### config.mk
export PLATFORM = sky130hd
export DESIGN_NAME = therm_status_reg
export DESIGN_NICKNAME = d
export VERILOG_FILES = /design/src/rtl/therm_stat_pkg.sv /design/src/rtl/therm_cmp.sv /design/src/rtl/therm_sync.sv /design/src/rtl/therm_flag.sv /design/src/rtl/therm_rearm.sv /design/src/rtl/therm_status_reg.sv
export SDC_FILE = /design/constraint.sdc
export NUM_CORES = 1
export LEC_CHECK = 0
export ABC_CLOCK_PERIOD_IN_PS = 3700
export CAP_MARGIN = 15
export CORE_MARGIN = 1
export CORE_UTILIZATION = 60
export DETAILED_ROUTE_END_ITERATION = 12
export DONT_BUFFER_PORTS = 1
export GPL_TIMING_DRIVEN = 0
export PLACE_DENSITY = 0.75
export REMOVE_ABC_BUFFERS = 1
export SYNTH_ARGS = -nofsm -noshare
export SYNTH_HDL_FRONTEND = slang
export SYNTH_HIERARCHICAL = 1
export SYNTH_SLANG_ARGS = --single-unit
### constraint.sdc
create_clock -name clk -period 3.7 [get_ports clk]
set_input_delay 1.11 -clock clk [delete_from_list [all_inputs] [get_ports clk]]
set_output_delay 1.11 -clock clk [all_outputs]
set_load 0.02 [all_outputs]
### src/rtl/therm_stat_pkg.sv
package therm_stat_pkg;

  typedef enum logic [1:0] {
    CMP_GT = 2'd0,
    CMP_GE = 2'd1,
    CMP_LE = 2'd2
  } cmp_mode_e;

  // bit positions of the status word
  localparam int BIT_EXT     = 7;
  localparam int BIT_OVERLIM = 6;
  localparam int BIT_PASSIVE = 5;
  localparam int BIT_CRITLOC = 4;
  localparam int BIT_CRITREM = 3;

  localparam int STAT_W  = 8;
  localparam int NUM_CMP = 4;

  // comparator slot -> comparison kind
  function automatic cmp_mode_e slot_mode(input int slot);
    case (slot)
      0:       return CMP_GT;  // over local thermal limit
      1:       return CMP_LE;  // at or below passive threshold
      default: return CMP_GE;  // critical limits
    endcase
  endfunction

  // comparator slot -> status bit it feeds
  function automatic int slot_bit(input int slot);
    case (slot)
      0:       return BIT_OVERLIM;
      1:       return BIT_PASSIVE;
      2:       return BIT_CRITLOC;
      default: return BIT_CRITREM;
    endcase
  endfunction

endpackage

### src/rtl/therm_cmp.sv
module therm_cmp
  import therm_stat_pkg::*;
#(
  parameter int        W    = 8,
  parameter cmp_mode_e MODE = CMP_GE
) (
  input  logic signed [W-1:0] val_i,
  input  logic signed [W-1:0] lim_i,
  output logic                hit_o
);

  generate
    if (MODE == CMP_GT) begin : g_gt
      assign hit_o = (val_i > lim_i);
    end else if (MODE == CMP_LE) begin : g_le
      assign hit_o = (val_i <= lim_i);
    end else begin : g_ge
      assign hit_o = (val_i >= lim_i);
    end
  endgenerate

endmodule

### src/rtl/therm_sync.sv
module therm_sync #(
  parameter int   STAGES  = 2,
  parameter logic RST_VAL = 1'b1
) (
  input  logic clk,
  input  logic rst,
  input  logic din,
  output logic dout
);

  logic [STAGES-1:0] chain_q;

  always_ff @(posedge clk) begin
    if (rst) chain_q <= {STAGES{RST_VAL}};
    else     chain_q <= {chain_q[STAGES-2:0], din};
  end

  assign dout = chain_q[STAGES-1];

endmodule

### src/rtl/therm_flag.sv
module therm_flag (
  input  logic clk,
  input  logic rst,
  input  logic set_i,
  input  logic clr_i,
  output logic nxt_o,
  output logic q_o
);

  // set wins over a simultaneous clear
  assign nxt_o = set_i | (q_o & ~clr_i);

  always_ff @(posedge clk) begin
    if (rst) q_o <= 1'b0;
    else     q_o <= nxt_o;
  end

endmodule

### src/rtl/therm_rearm.sv
module therm_rearm #(
  parameter int W    = 8,
  parameter int HYST = 5
) (
  input  logic                clk,
  input  logic                rst,
  input  logic                tick_i,
  input  logic signed [W-1:0] temp_i,
  input  logic signed [W-1:0] lim_i,
  input  logic                disarm_i,
  output logic                armed_o
);

  localparam int XW = W + 2;
  localparam logic signed [XW-1:0] HYST_X = XW'(HYST);

  logic signed [XW-1:0] temp_x, thr_x;
  logic                 cooled;

  assign temp_x = {{2{temp_i[W-1]}}, temp_i};
  assign thr_x  = {{2{lim_i[W-1]}}, lim_i} - HYST_X;
  assign cooled = (temp_x <= thr_x);

  always_ff @(posedge clk) begin
    if (rst)                   armed_o <= 1'b1;
    else if (tick_i && cooled) armed_o <= 1'b1;
    else if (disarm_i)         armed_o <= 1'b0;
  end

endmodule

### src/rtl/therm_status_reg.sv
module therm_status_reg
  import therm_stat_pkg::*;
#(
  parameter int TW          = 8,
  parameter int HYST_DEG    = 5,
  parameter int SYNC_STAGES = 2
) (
  input  logic                 clk,
  input  logic                 rst,
  input  logic                 mon_tick,
  input  logic signed [TW-1:0] temp_local,
  input  logic signed [TW-1:0] temp_remote,
  input  logic signed [TW-1:0] temp_active,
  input  logic signed [TW-1:0] lim_therm,
  input  logic signed [TW-1:0] lim_passive,
  input  logic signed [TW-1:0] lim_crit_local,
  input  logic signed [TW-1:0] lim_crit_remote,
  input  logic                 ext_therm_n,
  input  logic                 en_therm_irq,
  input  logic                 en_passive_irq,
  input  logic                 rd_self,
  input  logic                 rd_peer,
  output logic [7:0]           rd_data,
  output logic                 therm_pin_n,
  output logic                 ovr_pin_n,
  output logic                 alert_n
);

  // comparator bank
  logic signed [TW-1:0] cmp_val [NUM_CMP];
  logic signed [TW-1:0] cmp_lim [NUM_CMP];
  logic [NUM_CMP-1:0]   cmp_hit;

  assign cmp_val[0] = temp_local;   assign cmp_lim[0] = lim_therm;
  assign cmp_val[1] = temp_active;  assign cmp_lim[1] = lim_passive;
  assign cmp_val[2] = temp_local;   assign cmp_lim[2] = lim_crit_local;
  assign cmp_val[3] = temp_remote;  assign cmp_lim[3] = lim_crit_remote;

  for (genvar i = 0; i < NUM_CMP; i++) begin : g_cmp
    therm_cmp #(.W(TW), .MODE(slot_mode(i))) u_cmp (
      .val_i (cmp_val[i]),
      .lim_i (cmp_lim[i]),
      .hit_o (cmp_hit[i])
    );
  end

  // external request synchronizer
  logic ext_sync_n;

  therm_sync #(.STAGES(SYNC_STAGES), .RST_VAL(1'b1)) u_sync (
    .clk  (clk),
    .rst  (rst),
    .din  (ext_therm_n),
    .dout (ext_sync_n)
  );

  // set / clear terms per status bit
  logic [STAT_W-1:0] flag_set, flag_clr, flag_nxt, flag_q;
  logic              armed, disarm;

  always_comb begin
    flag_set = '0;
    flag_clr = '0;
    flag_set[BIT_EXT] = ~ext_sync_n;
    flag_clr[BIT_EXT] = rd_self;
    for (int s = 0; s < NUM_CMP; s++) begin
      flag_set[slot_bit(s)] = mon_tick & cmp_hit[s];
      flag_clr[slot_bit(s)] = rd_self;
    end
    // limit flag: gated by re-arm, cleared by the companion read
    flag_set[BIT_OVERLIM] = mon_tick & cmp_hit[0] & armed;
    flag_clr[BIT_OVERLIM] = rd_peer;
  end

  for (genvar b = BIT_CRITREM; b < STAT_W; b++) begin : g_flag
    therm_flag u_flag (
      .clk   (clk),
      .rst   (rst),
      .set_i (flag_set[b]),
      .clr_i (flag_clr[b]),
      .nxt_o (flag_nxt[b]),
      .q_o   (flag_q[b])
    );
  end

  for (genvar r = 0; r < BIT_CRITREM; r++) begin : g_rsvd
    assign flag_nxt[r] = 1'b0;
    assign flag_q[r]   = 1'b0;
  end

  // a clear that actually takes the flag down disarms it
  assign disarm = flag_q[BIT_OVERLIM] & ~flag_nxt[BIT_OVERLIM];

  therm_rearm #(.W(TW), .HYST(HYST_DEG)) u_rearm (
    .clk      (clk),
    .rst      (rst),
    .tick_i   (mon_tick),
    .temp_i   (temp_local),
    .lim_i    (lim_therm),
    .disarm_i (disarm),
    .armed_o  (armed)
  );

  assign rd_data = flag_q;

  // pins, registered from the next flag state so they align with rd_data
  logic alert_src;

  assign alert_src = (flag_nxt[BIT_OVERLIM] & en_therm_irq)
                   | (flag_nxt[BIT_PASSIVE] & en_passive_irq)
                   |  flag_nxt[BIT_CRITLOC]
                   |  flag_nxt[BIT_CRITREM];

  always_ff @(posedge clk) begin
    if (rst) begin
      therm_pin_n <= 1'b1;
      ovr_pin_n   <= 1'b1;
      alert_n     <= 1'b1;
    end else begin
      therm_pin_n <= ~flag_nxt[BIT_OVERLIM];
      ovr_pin_n   <= ~(flag_nxt[BIT_CRITLOC] | flag_nxt[BIT_CRITREM]);
      alert_n     <= ~alert_src;
    end
  end

endmodule

Yosys cells after proc, flatten, opt, wreduce, memory -nomap -nowiden
Index checks and enable logic that the tools add are counted.
- reductions and logical operators: 2
- add/sub/neg operators: 1
- magnitude comparators: 5
- bitwise logic cells: 28
- operators with widths (operator ; count):
    8-bit >= comparator ; 2
    1-bit bitwise AND ; 13
    8-bit by 9-bit <= comparator with 1-bit output ; 1
    1-bit OR ; 9
    8-bit by 4-bit subtractor with 9-bit output (second input constant) ; 1
    8-bit greater-than comparator ; 1
    8-bit <= comparator ; 1
    1-bit NOT ; 6
    2-bit OR reduction ; 1
    1-bit logical AND ; 1
- bits of input ports: 64
- flip-flop bits (word level): 11
- output and inout port bits: 11
- word-level logic and storage cells: 46

Longest topological paths before layout
Gate-level depths: netlist of run 1.
- depth in word-level cells: 9
- mapped depth: 13

By module
Netlist of run 1, hierarchy kept.
- modules (own cells, without submodules) (module ; times used ; cells each ; area an instance (um^2)):
    therm_cmp (g_cmp[2].u_cmp ...) ; 2 ; 29 ; 202.7
    therm_rearm ; 1 ; 46 ; 362.8
    therm_flag ; 5 ; 5 ; 50.0
    therm_cmp (g_cmp[1].u_cmp) ; 1 ; 29 ; 211.5
    therm_cmp (g_cmp[0].u_cmp) ; 1 ; 30 ; 210.2
    therm_status_reg ; 1 ; 17 ; 163.9
    therm_sync ; 1 ; 4 ; 52.6

Least setup slack after synthesis of run 1
No wires, ideal clock.
- path type: in2reg
- start point: in lim_therm[1]
- end point: reg u_rearm.armed_o
- library setup time: 0.136 ns
- path slack: 0.819 ns
- arrival: 2.745 ns
- stages: 9
- required time: 3.564 ns
- path through: o21ai_2 > nand2_1 > or3_1 > xor2_1 > ha_1 > nand4_1 > or3_1 > o2111ai_1 > o2111ai_1
- longest elaborated chain between the ends: 6
- elaborated cells between the ends (all ways): 10
- RTL lines (what ; line ; text):
    start: declaration ; therm_status_reg.sv:14 ; input logic signed [TW-1:0] lim_therm,
    branches (longest 6 deep; another with 8-bit by 4-bit subtractor with 9-bit output) ; - ;
    end signal: assignment ; therm_rearm.sv:25 ; if (rst) armed_o <= 1'b1;
    end signal: assignment ; therm_rearm.sv:26 ; else if (tick_i && cooled) armed_o <= 1'b1;
    end signal: assignment ; therm_rearm.sv:27 ; else if (disarm_i) armed_o <= 1'b0;
    end: declaration ; therm_rearm.sv:11 ; output logic armed_o
Parallel ways; which one is timed is not known.
A chain may end at the register's enable or synchronous reset.

Final worst setup path of run 1
Same ends and word-level chain as after synthesis.

==> flow_summary.toml, run 1 <==
[run_status]
status = "completed"

[place]
place_congestion = 0.756
dpl.hpwl_um = 2570
port_buffers = 0
dp.cells = 237
dpl_cell_area_mm2 = 0.00168

[layout]
fin_nets = 318
fill_cells = 224
fin_area_mm2 = 0.00170
final_cells = 241
drive_gt1_share_pct = 9.95
n_antenna_cell = 0
syn_to_final_growth_pct = 2.95

[drt]
wl_per_cell_um = 11.9
wirelength_um = 2860
drtIter0Drc = 12
wl_met3_um = 226
drc_errors = 0
wl_met2_um = 1410
vias = 1362
routedLengthMet1_um = 1200
highest_layer = "met4"
drtPass1Iterations = 4
vias_per_cell = 5.65
ant_nets = 0

[clock_tree]
clk_latency_ns = 0.26
cts_tree = "built"
cts_hold_buf = 0
numCtsBuffers = 3
cts.clk_slew.worst_paths_ns = 0.07
cts_resized = 0
cts.sinks = 11
cts_root_buffer = "clkbuf_4"
ctsHtreeMaxLevel = 1
cts_buffer_depth = 2
cts_setup_buffers = 0

[sta]
fin_skew_ns = 0.000704
rsz0062_at_grt = "no"
period_share_pct = 75.3
fin_setup_tns_ns = 0
setup_violations = 0
hold_violations = 0
min_period_ns = 2.78
maxSlewViolCount = 0
fmax_mhz = 359

[floorplan]
die_w_um = 54.5
rows = 18
core-area_mm2 = 0.00254
num_io_pins = 75
start_util_pct = 64.9
fp.dieArea_mm2 = 0.00297
die_h_um = 54.5

[power_and_ir_drop]
p_leak_nw = 0.911
peakVddDrop_v = 0.000259
power_density_mw_per_mm2 = 219

[global_routing]
grt_pass1_wl_um = 4360
antenna_found_initial = 0
first_global_vias = 1196
grt_max_degree = 12
gr-total-overflow = 0
grt_use_total_pct = 19.7

[setup_path]
criticalPathCategory = "in -> reg"
slowest_stage = "or3_1"
reg2reg_depth = 7
crit_arrival_ns = 2.91
critPathRequiredTime_ns = 3.83
start_kind = "input port"
crit_cells = 9
critPathTopFamily = "simple AND/OR/NAND/NOR gates"
slowest_delay_ns = 0.40
crit_path_max_fanout = 3
path_cells = "o21ai_2 > nand2_1 > or3_1 > xor2_1 > ha_1 > nand4_1 > or3_1 > o2111ai_1 > o2111ai_1"
end_kind = "flip-flop"
path_buf_inv = 0

[yosys]
syn_inst = 208
synth_area_mm2 = 0.00165
syn_area_per_cell_um2 = 7.95
yosys_warnings = 6

[min_path]
hp-class = "reg -> reg"
worstHoldPathCells = 1

[run]
maxCapViolCount = 0
[metrics by stage]
| stage | setup slack (ns) | hold slack, ns | power (mW) | utilization [%] |
|---|---|---|---|---|
| 6_report | 0.915 | 0.413 | 0.373 | 66.9 |
| 5_1_grt | 0.767 | 0.440 | 0.406 | 66.9 |
| 4_1_cts | 0.949 | 0.418 | 0.378 | 66.9 |
| 3_5_place_dp | 0.661 | 0.402 | 0.296 | 65.8 |
| 3_3_place_gp | 0.707 | 0.384 | 0.287 | 65.8 |
| 2_1_floorplan | 0.819 | 0.383 | 0.271 | - |
[where the power goes]
group	internal, mW	switching (mW)	total (mW)	leakage (nW)
Combinational	0.0745	0.0741	0.149	0.804
Clock	0.0417	0.0379	0.0796	0.0150
Sequential	0.129	0.0164	0.145	0.0912
[per-layer routing]
metal,GRT usage [%],vias to the layer above
li1,-,706
met1,20.2,600
met2,38.0,52
met3,4.17,4
met4,7.69,0
met5,0,-
[area by class of cell]
class	count	area (µm²)	area share [%]
Sequential cell	11	220	12.9
Multi-Input combinational cell	149	1240	72.9
Clock buffer	4	26.3	1.54
Tap cell	30	37.5	2.21
Inverter	47	176	10.4
[cell usage in the layout, fill, tap and decap left out, drive strengths merged, types with 3 or more instances in the layout]
cell,count
inv,47
clkbuf,4
o21ai,5
nor2b,3
a21oi,18
dfxtp,11
nand2,11
xnor2,3
nand3,11
nand2b,8
xor2,3
nor2,7
and2,3
and3,5
conb,3
ha,42
[state kept, by name, summed over array words and instances (netlist names)]
register,count
g_flag.u_flag/q_o,5
u_sync/chain_q,2
alert_n,1
ovr_pin_n,1
therm_pin_n,1
u_rearm/armed_o,1
[worst paths after layout]
path                             endpoint  slack, ns                         start
max          u_rearm/armed_o$_SDFFE_PP1P_       0.92                  lim_therm[1]
min          u_sync/chain_q[1]$_SDFF_PP1_       0.41  u_sync/chain_q[0]$_SDFF_PP1_
max reg2reg  u_rearm/armed_o$_SDFFE_PP1P_       2.40  u_rearm/armed_o$_SDFFE_PP1P_
min reg2reg  u_sync/chain_q[1]$_SDFF_PP1_       0.41  u_sync/chain_q[0]$_SDFF_PP1_
(Power assumes the default switching activity.)
==> run 2, diff against run 1 <==
--- a/config.mk
+++ b/config.mk
@@ -5,7 +5,8 @@
 export SDC_FILE = /design/constraint.sdc
 export NUM_CORES = 1
 export LEC_CHECK = 0
-export ABC_CLOCK_PERIOD_IN_PS = 3700
+export ABC_AREA = 1
+export ABC_CLOCK_PERIOD_IN_PS = 2800
 export CAP_MARGIN = 15
 export CORE_MARGIN = 1
 export CORE_UTILIZATION = 60
==> constraint.sdc (replaced) <==
create_clock -name clk -period 2.8 [get_ports clk]
set_input_delay 0.84 -clock clk [delete_from_list [all_inputs] [get_ports clk]]
set_output_delay 0.84 -clock clk [all_outputs]
set_load 0.02 [all_outputs]
==> flow_summary.toml, run 2 <==
[layout]
largest_registers = "g_flag.u_flag/q_o (5), u_sync/chain_q (2)"
mostFrequentLayoutCells = "inv_1 (82), nand2_1 (68), ha_1 (42)"
syn_to_final_growth_pct = 2.75
postLayoutCoreUtil_pct = 66.6
largest_register_ffs = 5
drive_gt1_share_pct = 10.8
n_antenna_cell = 0
largest_register = "g_flag.u_flag/q_o"
fin_nets = 393
final_common_cell = "inv_1"

[setup_path]
reg2reg_depth = 7
r2r_end = "u_rearm/armed_o$_SDFFE_PP1P_"
criticalPathCategory = "in -> reg"
rr_startpoint = "u_rearm/armed_o$_SDFFE_PP1P_"
reg2reg_setup_slack_ns = 1.73
start_kind = "input port"
crit_arrival_ns = 2.47
end_kind = "flip-flop"
crit_path_max_fanout = 3
critPathRequiredTime_ns = 2.96

[global_routing]
grt_pass1_wl_um = 4950
grt_use_met2_pct = 33.1
grt_max_degree = 10
busiest_layer = "met2"
gr-total-overflow = 0
grtUsageMet3_pct = 2.72
antenna_found_initial = 0
grt_util_met1_pct = 24.3
grt_use_total_pct = 18.7
first_global_vias = 1313

[sta]
hold_violations = 0
period_share_pct = 82.2
fin_setup_tns_ns = 0
setup_violations = 0
min_period_ns = 2.30
maxSlewViolCount = 0
fin_ws_ns = 0.499
rsz0062_at_grt = "no"
fin_skew_ns = 0.000676
fmax_mhz = 435

[drt]
wirelength_um = 2850
drtIter0Drc = 48
vias = 1521
drtPass1Iterations = 8
drc_errors = 6
wl_per_cell_um = 9.00
vias_per_cell = 4.80
ant_nets = 0

[place]
dpl.hpwl_um = 2640
place_congestion = 0.736
port_buffers = 0
dp_slack_ns = 0.217

[floorplan]
core-area_mm2 = 0.00281
rows = 19
num_io_pins = 75
die_h_um = 57.1
start_util_pct = 64.9
die_w_um = 57.1
fp.dieArea_mm2 = 0.00326

[clock_tree]
ctsHtreeMaxLevel = 1
cts_tree = "built"
cts_resized = 0
numCtsBuffers = 3
cts.sinks = 11
cts_setup_buffers = 0
clk_latency_ns = 0.27
cts_root_buffer = "clkbuf_4"
cts_hold_buf = 0
cts_buffer_depth = 2
cts.clk_slew.worst_paths_ns = 0.06

[power_and_ir_drop]
peakVddDrop_v = 0.000171
power_density_mw_per_mm2 = 284
p_leak_nw = 1.22
finalPower_uw = 531

[yosys]
synth_area_mm2 = 0.00182
syn_area_per_cell_um2 = 6.43
syn_inst = 283
yosys_warnings = 6

[min_path]
worstHoldPathCells = 2
hold_path_end = "u_sync/chain_q[1]$_SDFF_PP1_"
hold_start = "u_sync/chain_q[0]$_SDFF_PP1_"
hp-class = "reg -> reg"

[run]
maxCapViolCount = 0

[run_status]
status = "complete, but fails checks"
violations = "DRC"
## run 2: worst max path at each step
stage	start	end	slack [ns]	cells past startpoint
floorplan	lim_therm[0]	u_rearm/armed_o$_SDFFE_PP1P_	0.39	14
global placement	lim_therm[0]	u_rearm/armed_o$_SDFFE_PP1P_	0.22	14
detailed placement	lim_therm[0]	u_rearm/armed_o$_SDFFE_PP1P_	0.22	14
CTS	lim_therm[0]	u_rearm/armed_o$_SDFFE_PP1P_	0.51	14
global route	lim_therm[0]	u_rearm/armed_o$_SDFFE_PP1P_	0.26	15
finish	lim_therm[0]	u_rearm/armed_o$_SDFFE_PP1P_	0.50	14
## run 2: stage by stage
step           cells  instance area (µm²)  hold WS [ns]
5_1_grt          317                 1870         0.443
2_1_floorplan    282                 1800         0.387
3_3_place_gp     313                 1840         0.393
3_5_place_dp     313                 1840         0.400
6_report         317                 1870         0.415
4_1_cts          317                 1870         0.416
## run 2: area by class of cell
| cell class | count | area, µm² |
|---|---|---|
| Clock buffer | 4 | 26.3 |
| Fill cell | 268 | 936 |
| Inverter | 82 | 308 |
| Multi-Input combinational cell | 189 | 1280 |
| Sequential cell | 11 | 220 |
| Tap cell | 31 | 38.8 |
## run 2: report_power, final
part | internal (mW) | total, mW | switching, mW
clock | 0.0552 | 0.106 | 0.0504
combinational | 0.102 | 0.234 | 0.132
sequential | 0.170 | 0.192 | 0.0212
## run 2: per-layer routing
metal / wire length, µm / vias to the layer above
met1: 1360 / 612
met5: 0 / -
li1: - / 863
met3: 149 / 2
met2: 1330 / 44
met4: 15 / 0
## run 2: critical path, stage by stage
cell	delay, ns
inv_1	0.07
ha_1	0.18
inv_1	0.05
a21oi_2	0.15
nand3b_1	0.12
nor2_1	0.11
nor2_1	0.05
ha_1	0.30
nand2_1	0.09
inv_1	0.04
a21oi_1	0.20
nand4_1	0.11
nand3_1	0.09
nand2_1	0.05
==> run 3, diff against run 2 <==
--- a/config.mk
+++ b/config.mk
@@ -6,10 +6,10 @@
 export NUM_CORES = 1
 export LEC_CHECK = 0
 export ABC_AREA = 1
-export ABC_CLOCK_PERIOD_IN_PS = 2800
+export ABC_CLOCK_PERIOD_IN_PS = 2029
 export CAP_MARGIN = 15
 export CORE_MARGIN = 1
-export CORE_UTILIZATION = 60
+export CORE_UTILIZATION = 58
 export DETAILED_ROUTE_END_ITERATION = 12
 export DONT_BUFFER_PORTS = 1
 export GPL_TIMING_DRIVEN = 0
==> constraint.sdc (replaced) <==
create_clock -name clk -period 2.03 [get_ports clk]
set_input_delay 0.609 -clock clk [delete_from_list [all_inputs] [get_ports clk]]
set_output_delay 0.609 -clock clk [all_outputs]
set_load 0.02 [all_outputs]
==> flow_summary.toml, run 3 (synthesis gave the netlist of run 2 again) <==
[run_status]
status = "complete, but fails checks"
violations = "DRC"

[clock_tree]
cts.clk_slew.worst_paths_ns = 0.06
cts_hold_buf = 0
numCtsBuffers = 3
clk_latency_ns = 0.27
cts.sinks = 11
ctsHtreeMaxLevel = 1
cts_buffer_depth = 2
cts_tree = "built"
cts_root_buffer = "clkbuf_4"

[global_routing]
first_global_vias = 1434
grt_pass1_wl_um = 5420
gr-total-overflow = 0
grt_use_total_pct = 20.2
grt_max_degree = 10
antenna_found_initial = 0

[sta]
fin_setup_tns_ns = 0
fmax_mhz = 503
fin_skew_ns = 0.000214
maxSlewViolCount = 0
rsz0062_at_grt = "yes"
fin_ws_ns = 0.0404
period_share_pct = 98.0
hold_ws_ns = 0.391
hold_violations = 0
min_period_ns = 1.99
setup_violations = 0

[power_and_ir_drop]
pwr-share-clk_pct = 19.3
finalPower_uw = 765
netSwitchingFraction_pct = 39.0
p_int_uw = 467
peakVddDrop_v = 0.000237
switching_power_uw = 299
comb_power_share_pct = 46.2
pwr-share-seq_pct = 34.5
power_density_mw_per_mm2 = 390
p_leak_nw = 1.23

[layout]
final_common_cell = "inv_1"
mostFrequentLayoutCells = "inv_1 (79), nand2_1 (66), ha_1 (40)"
regArea_um2 = 220
largest_register_ffs = 5
fill_cells = 256
postLayoutCoreUtil_pct = 68.9
final_cells = 319
n_antenna_cell = 0
fin_area_mm2 = 0.00196
multi_input_area_mm2 = 0.00132
syn_to_final_growth_pct = 7.98
largest_registers = "g_flag.u_flag/q_o (5), u_sync/chain_q (2)"
fin_nets = 395
largest_register = "g_flag.u_flag/q_o"
drive_gt1_share_pct = 15.6

[floorplan]
core-area_mm2 = 0.00285
die_w_um = 58.0
rows = 19
num_io_pins = 75
start_util_pct = 63.8
die_h_um = 58.0
fp.dieArea_mm2 = 0.00336

[drt]
wirelength_um = 3260
vias = 1563
ant_nets = 0
vias_per_cell = 4.90
drtIter0Drc = 44
drtPass1Iterations = 10
drc_errors = 1
wl_per_cell_um = 10.2

[place]
dpl.hpwl_um = 2710
port_buffers = 0
place_congestion = 0.800
dp.cells = 313
dp_slack_ns = -0.355
dpl_cell_area_mm2 = 0.00184

[setup_path]
critPathRequiredTime_ns = 2.20
criticalPathCategory = "in -> reg"
crit_arrival_ns = 2.16
start_kind = "input port"
end_kind = "flip-flop"
crit_path_max_fanout = 3

[run]
maxCapViolCount = 0

[min_path]
hp-class = "in -> reg"
-- run 3: cell types whose count changed in the layout (fill, tap and decap cells not counted), sizes merged --
cell and delta:
buf +2, clkinv +1, inv -1
-- run 3: repair_timing --
action / in CTS / in global routing
buffers inserted: 2 / 0
pin swaps: 9 / 14
endpoints found under the setup margin: 1 / 1
gates resized for setup: 4 / 17
-- run 3: power by group through the flow --
stage | Combinational [mW] | Sequential, mW | Clock [mW]
after floorplan | 0.280 | 0.267 | 0
after global placement | 0.322 | 0.269 | 0
after detailed placement | 0.329 | 0.269 | 0
after CTS | 0.340 | 0.264 | 0.152
after global routing | 0.416 | 0.267 | 0.162
final | 0.354 | 0.264 | 0.148
-- run 3: critical path, cell delays in order --
cell,delay [ns]
clkinv_16,0.03
ha_4,0.13
inv_2,0.03
a21oi_2,0.14
nand3b_1,0.13
xor2_1,0.19
ha_1,0.32
nand2_2,0.08
nor2_2,0.16
nand3_2,0.11
nand3_1,0.08
nand2_1,0.05
nand3_1,0.06
nand2_1,0.05
-- run 3: final cells by class --
class                           count  area share (%)
Clock buffer                        4            1.34
Inverter                           82            17.4
Multi-Input combinational cell    189            67.3
Sequential cell                    11            11.2
Tap cell                           31            1.97
Timing Repair Buffer                2           0.764
-- run 3: final timing paths --
| path | slack [ns] | to | cells after the start | startpoint |
|---|---|---|---|---|
| worst max-delay path | 0.04 | u_rearm/armed_o$_SDFFE_PP1P_ | 14 | lim_therm[0] |
| worst min-delay path | 0.39 | g_flag[6].u_flag/q_o$_SDFF_PP0_ | 1 | rst |
| worst max register to register | 0.96 | u_rearm/armed_o$_SDFFE_PP1P_ | 7 | u_rearm/armed_o$_SDFFE_PP1P_ |
| worst min register to register | 0.42 | u_sync/chain_q[1]$_SDFF_PP1_ | 2 | u_sync/chain_q[0]$_SDFF_PP1_ |
-- run 3: routing by layer --
metal / GRT usage (%) / vias up / share of wire, %
met5: 0 / - / 0
met4: 4.42 / 0 / 0.95
met3: 4.24 / 5 / 6.2
met2: 37.4 / 54 / 49
met1: 23.8 / 634 / 44
li1: - / 870 / -
